## src/rtl/shift_stack_pkg.sv

```systemverilog
package shift_stack_pkg;
  // Strobes from the control decode to the register chain
  typedef struct packed {
    logic loadTop;    // write pushData into level 0
    logic shiftDown;  // level i takes level i-1 (toward bottom)
    logic shiftUp;    // level i takes level i+1 (toward top)
  } stackCmd_t;
endpackage

```

## src/rtl/shift_stack_ctrl.sv

```systemverilog
module shift_stack_ctrl
  import shift_stack_pkg::*;
(
  input  logic      pushEn,
  input  logic      popEn,
  output stackCmd_t cmd
);
  always_comb begin
    cmd = '0;
    unique case ({pushEn, popEn})
      2'b10: begin
        cmd.loadTop   = 1'b1;
        cmd.shiftDown = 1'b1;
      end
      2'b01: cmd.shiftUp = 1'b1;
      2'b11: cmd.loadTop = 1'b1;   // replace top only
      default: ;
    endcase
  end
endmodule

```

## src/rtl/shift_stack_data.sv

```systemverilog
module shift_stack_data
  import shift_stack_pkg::*;
#(
  parameter int DEPTH = 8,
  parameter int WIDTH = 22
) (
  input  logic             clk,
  input  logic             rst,
  input  stackCmd_t        cmd,
  input  logic [WIDTH-1:0] wrData,
  output logic [WIDTH-1:0] topData
);
  localparam int LAST = DEPTH - 1;

  logic [WIDTH-1:0] levels  [DEPTH];
  logic [WIDTH-1:0] nextLvl [DEPTH];

  for (genvar i = 0; i < DEPTH; i++) begin : g_level
    if (i == 0) begin : g_top
      always_comb begin
        if (cmd.loadTop)      nextLvl[i] = wrData;
        else if (cmd.shiftUp) nextLvl[i] = levels[i+1];
        else                  nextLvl[i] = levels[i];
      end
    end else if (i == LAST) begin : g_bottom
      // bottom keeps its value on a pop
      always_comb begin
        if (cmd.shiftDown) nextLvl[i] = levels[i-1];
        else               nextLvl[i] = levels[i];
      end
    end else begin : g_mid
      always_comb begin
        if (cmd.shiftDown)    nextLvl[i] = levels[i-1];
        else if (cmd.shiftUp) nextLvl[i] = levels[i+1];
        else                  nextLvl[i] = levels[i];
      end
    end

    always_ff @(posedge clk) begin
      if (rst) levels[i] <= '0;
      else     levels[i] <= nextLvl[i];
    end


    reset_clear_chk: assert property (@(posedge clk) rst |=> levels[i] == '0);
  end

  assign topData = levels[0];


  push_top_chk: assert property (@(posedge clk) disable iff (rst)
    (cmd.loadTop && cmd.shiftDown) |=> topData == $past(wrData));

  push_shift_chk: assert property (@(posedge clk) disable iff (rst)
    cmd.shiftDown |=> levels[1] == $past(levels[0]));

  pop_shift_chk: assert property (@(posedge clk) disable iff (rst)
    cmd.shiftUp |=> topData == $past(levels[1]));

  pop_bottom_chk: assert property (@(posedge clk) disable iff (rst)
    cmd.shiftUp |=> $stable(levels[LAST]));

  both_lower_chk: assert property (@(posedge clk) disable iff (rst)
    (cmd.loadTop && !cmd.shiftDown) |=> $stable(levels[1]) && $stable(levels[LAST]));

  idle_hold_chk: assert property (@(posedge clk) disable iff (rst)
    (cmd == '0) |=> $stable(topData) && $stable(levels[LAST]));
endmodule

```

## src/rtl/shift_stack.sv

```systemverilog
module shift_stack
  import shift_stack_pkg::*;
#(
  parameter int DEPTH = 8,
  parameter int WIDTH = 22
) (
  input  logic             clk,
  input  logic             rst,
  input  logic             pushEn,
  input  logic             popEn,
  input  logic [WIDTH-1:0] pushData,
  output logic [WIDTH-1:0] topData
);
  stackCmd_t cmd;

  shift_stack_ctrl i_ctrl (
    .pushEn (pushEn),
    .popEn  (popEn),
    .cmd    (cmd)
  );

  shift_stack_data #(.DEPTH(DEPTH), .WIDTH(WIDTH)) i_data (
    .clk     (clk),
    .rst     (rst),
    .cmd     (cmd),
    .wrData  (pushData),
    .topData (topData)
  );


  both_top_chk: assert property (@(posedge clk) disable iff (rst)
    (pushEn && popEn) |=> topData == $past(pushData));
endmodule

```

## config.mk

```make
export PLATFORM = sky130hd
export DESIGN_NAME = shift_stack
export DESIGN_NICKNAME = d
export VERILOG_FILES = /design/src/rtl/shift_stack_pkg.sv /design/src/rtl/shift_stack_ctrl.sv /design/src/rtl/shift_stack_data.sv /design/src/rtl/shift_stack.sv
export SDC_FILE = /design/constraint.sdc
export NUM_CORES = 1
export LEC_CHECK = 0
export ABC_AREA = 1
export ABC_CLOCK_PERIOD_IN_PS = 1700
export BUFFER_PORTS_ARGS = -buffer_cell sky130_fd_sc_hd__buf_2
export CORE_MARGIN = 2
export CORE_UTILIZATION = 50
export CTS_CLUSTER_DIAMETER = 120
export CTS_CLUSTER_SIZE = 28
export DETAILED_ROUTE_END_ITERATION = 8
export GPL_ROUTABILITY_DRIVEN = 0
export PLACE_DENSITY_LB_ADDON = 0.1
export REMOVE_ABC_BUFFERS = 1
export SLEW_MARGIN = 20
export SYNTH_ARGS = -nofsm -noshare
export SYNTH_HDL_FRONTEND = slang
export SYNTH_HIERARCHICAL = 1
export SYNTH_SLANG_ARGS = --single-unit
```

## constraint.sdc

```tcl
create_clock -name clk -period 1.7 [get_ports clk]
set_clock_uncertainty 0.1 [all_clocks]
set_input_delay 0.255 -clock clk [delete_from_list [all_inputs] [get_ports clk]]
set_output_delay 0.255 -clock clk [all_outputs]
set_load 0.02 [all_outputs]
```

# Word-level counts from Yosys, hierarchy flattened

Memory sizes are Yosys's and may differ from the RTL's.
Cells that the tools add are included.

RAM bits: 176
Flip-flop bits (word level): 0
Memories: 1

Bitwise operators: 8
Reductions and logical operators: 1
Muxes and demuxes: 29
Equality and inequality tests: 3

Memories:

| name          | depth | bits a word | rd ports | clocked after memory_dff | write ports | RTL line               | text |
|---|---|---|---|---|---|---|---|
| i_data.levels | 8     | 22          | 8        | 0                        | 8           | shift_stack_data.sv:15 | `logic [WIDTH-1:0] levels [DEPTH];` |

Operators by type and width:

| cell               | number |
|---|---|
| $mux 22            | 23 |
| $or 1x1->1         | 8 |
| $mux 1             | 6 |
| $eq 2x2->1 const B | 2 |
| $eq 2x1->1 const B | 1 |
| $reduce_or 2->1    | 1 |

# Logic depth before layout (Yosys ltp)

Depth in word-level cells: 5
Mapped depth: 10

# By module

The synthesis kept the hierarchy.

Modules (own cells, without submodules):

| module           | area each (um^2) | times used | cells an instance |
|---|---|---|---|
| shift_stack_data | 8149.1           | 1          | 1284 |
| shift_stack_ctrl | 21.3             | 1          | 5 |

# Worst setup path after synthesis

Ideal clock, no wire load.

Path kind: input to register
Start point: in popEn
End point: mem i_data.levels[3][10]
Setup time: 0.118 ns
Slack: 0.291 ns
Arrival: 1.191 ns
Cell stages on the path: 8
Cell sequence: inv_1 nor2_1 buf_2 inv_2 buf_4 buf_2 nor3_1 nor2_1

RTL lines:

| element         | RTL line               | text |
|---|---|---|
| start, declared | shift_stack.sv:10      | `input logic popEn,` |
| end, declared   | shift_stack_data.sv:15 |  |

==> out/metrics.cfg <==
[status]
status=complete, no violations

[timing]
setup_total_negative_slack_ns=0
finalSetupViolCount=0
max_freq_mhz=762
hold-worst-slack_ns=0.0251
final_setup_margin_ns=0.387
grt_setup_unrepaired=false
worstMarginPinSlew_ns=0.502
slew_violations=0
number_of_hold_violations_in_the_final_report=0
finalCriticalPeriod_ns=1.31
relSlewSlack=0.665
finalCritPeriodShare=0.772

[layout]
layout-drive-gt1-share=0.0914
final_cell_count_no_fill=1529
sequential_cell_area_in_the_final_layout_um2=3520
syn2layout_area_growth_pct=13.9
num-fill-cells=1595
registers_with_the_highest_flip_flop_counts=i_data/levels: 176 flops
antenna-diode-count=0
multiInputGateArea_um2=3650
largest_register_ffs=176
design.final.nets=1327
finalCoreUtilization=0.584
most_flops_register=i_data/levels

[worst_setup_path]
timing.critical_path.buf_inv=1
worstPathArrival_ns=0.96
critical_path.max_stage_delay_ns=0.36
critical_path_rt_ns=1.34
crit_family=flip-flops
r2r_slack_ns=0.83
crit_path_cell_trace=buf_2
r2r-end=i_data/levels[4][8]$_SDFFE_PP0P_
worst-path-max-fanout=3
worst-r2r-cell-count=4
critPathSlowestCell=sky130_fd_sc_hd__dfxtp_1
path_class=flip-flop to output port
endpoint_kind=output port
sort_of_element_at_the_start_of_the_critical_path=flip-flop
worstReg2RegStart=i_data/levels[3][8]$_SDFFE_PP0P_

[synth]
synthDominantAreaCellType=sky130_fd_sc_hd__dfxtp_1
dominant_combinational_cell_family_by_area_after_synthesis=simple AND/OR/NAND/NOR gates
synth_cell_types=15
synthesis.area_per_instance_um2=6.34
ys_ff_latch=176
synth-compound-area-share=0.0674
post_synth_and_or_nand_nor_area_fraction=0.377
synth.area.mux_share=0
postSynthCellCount=1289
mappedNetlistArea_um2=8170
adder_and_majority_gate_portion_of_the_synthesized_area=0
post_synth_xor_area_fraction=0
ys_warn_count=6
synth-seq-area-share=0.431
synth_top_cell_area_share=0.431
post_synth_main_area_contributors=sky130_fd_sc_hd__dfxtp_1 43%, sky130_fd_sc_hd__nand2_1 18%, sky130_fd_sc_hd__inv_1 7.3%

[routing]
detail_route.vias_per_cell=4.89
final_ant_viol_nets=0
drc=0
via_count=7478
drt_iter0_markers=490
router_iterations_before_antenna_repair=5
postRouteWirelength_um=17700
post_drt_wl_per_cell_um=11.6

[clock_network]
post_cts_hold_buffer_count=0
clk_path_buf_depth=2
htree_levels=4
cts.clk_slew.worst_paths_ns=0.07
cts_tree=built
later_pin_clock_latency_in_the_skew_report_ns=0.42
postCtsSetupBuffers=0
numClockSinks=176
cts_root_buffer=sky130_fd_sc_hd__clkbuf_16
cts_repair_resize_count=0
cts-buffers-inserted=17

[die]
start_util=0.512
die_h_um=132
die-area_um2=17400
placeableCoreArea_um2=15900
design.portCount=48
rows=46
die_width_um=132

[place]
io_buffers=47
preCtsSetupSlack_ns=0.121
hpwl_reported_at_the_end_of_detailed_placement_um=10300
numPlacedInstances=1498

[pwr]
irDropWorstVdd_mv=0.750
power.density_nw_per_um2=1060
power.leakage_nw=4.68

[global_routing]
grt_start_max_net_pins=99
grt_pass1_wl_um=30400
grt_util_all_layers=0.208
first_global_vias=6660
number_of_antenna_violations_at_the_first_check_in_global_routing=0
grt_overflow_total=0

[hold_path]
timing.hold.worst_path_depth=5
worstHoldPathType=input port to flip-flop
hold_path_startpoint=pushData[1]
hold_end=i_data/levels[0][1]$_SDFFE_PP0P_

[job]
max-cap-violations=0

-- how the worst max path moves through the flow --
stage,startpoint,end,slack [ns],cells past startpoint
2_1_floorplan,pushEn,i_data/levels[6][0]$_SDFFE_PP0P_,-6.63,7
3_3_place_gp,pushEn,i_data/levels[1][13]$_SDFFE_PP0P_,0.14,9
3_5_place_dp,pushEn,i_data/levels[2][21]$_SDFFE_PP0P_,0.12,8
4_1_cts,i_data/levels[0][19]$_SDFFE_PP0P_,topData[19],0.36,1
5_1_grt,i_data/levels[0][11]$_SDFFE_PP0P_,topData[11],0.34,1
6_report,i_data/levels[0][19]$_SDFFE_PP0P_,topData[19],0.39,1
-- metal layers --
layer,share of wire,vias to the layer above,track usage
met2,0.46,103,0.351
met3,0.036,10,0.0384
li1,-,3989,-
met4,0.013,0,0.0592
met5,0,-,0
met1,0.50,3376,0.272
-- power by group --
part           switching [mW]  internal (mW)  leakage (nW)
clock network            1.58           2.37         0.291
registers               0.158           4.40          1.45
logic                   0.834          0.475          2.94
-- cell usage in the layout (no fill, tap or decap) --
master,instances
sky130_fd_sc_hd__clkbuf_1,1
sky130_fd_sc_hd__clkinv_4,1
sky130_fd_sc_hd__nand3_1,88
sky130_fd_sc_hd__clkinv_2,6
sky130_fd_sc_hd__clkinvlp_4,2
sky130_fd_sc_hd__inv_2,1
sky130_fd_sc_hd__buf_12,12
sky130_fd_sc_hd__a21oi_1,110
sky130_fd_sc_hd__nor2_1,154
sky130_fd_sc_hd__buf_2,46
sky130_fd_sc_hd__clkbuf_16,17
sky130_fd_sc_hd__nor2_2,1
sky130_fd_sc_hd__nor3_1,110
sky130_fd_sc_hd__clkbuf_8,2
sky130_fd_sc_hd__nand2_1,396
sky130_fd_sc_hd__bufinv_16,3
sky130_fd_sc_hd__buf_4,26
sky130_fd_sc_hd__inv_1,157
sky130_fd_sc_hd__nor2_4,3
sky130_fd_sc_hd__dfxtp_1,176
sky130_fd_sc_hd__clkinv_1,1
-- kinds of logic after synthesis --
logic type	Yosys count
buf+inv	251
simple gates	752
compound gates	110
flops	176
-- synthesized netlist by cell type --
cell                       count
sky130_fd_sc_hd__nor2_1      156
sky130_fd_sc_hd__clkinv_1      1
sky130_fd_sc_hd__inv_2         1
sky130_fd_sc_hd__nor2_2        1
sky130_fd_sc_hd__dfxtp_1     176
sky130_fd_sc_hd__buf_1        13
sky130_fd_sc_hd__a21oi_1     110
sky130_fd_sc_hd__inv_1       158
sky130_fd_sc_hd__nor3_1      110
sky130_fd_sc_hd__clkbuf_1     27
sky130_fd_sc_hd__buf_2        47
sky130_fd_sc_hd__nor2_4        1
sky130_fd_sc_hd__buf_4         4
sky130_fd_sc_hd__nand3_1      88
sky130_fd_sc_hd__nand2_1     396
-- per-stage QoR --
step / area [um2] / power, mW
after floorplan: 7750 / 5.51
after global placement: 8710 / 5.94
after CTS: 9300 / 9.95
after global routing: 9300 / 10.3
after detailed placement: 8710 / 5.96
final: 9300 / 9.82
-- tightest hold or removal path, delay by kind of cell --
family	cells	cell delay (ns)
and+or+nand+nor	3	0.15
buffers and inverters	2	0.11
-- layout make-up --
cell class / instances / share of cell area
timing repair buffer: 84 / 0.0716
inverter: 160 / 0.0647
clock buffer: 20 / 0.0491
multi-input combinational: 862 / 0.392
clock inverter: 11 / 0.0149
sequential: 176 / 0.379
tap: 216 / 0.0291
No activity file was read; power rests on OpenSTA's default activity.
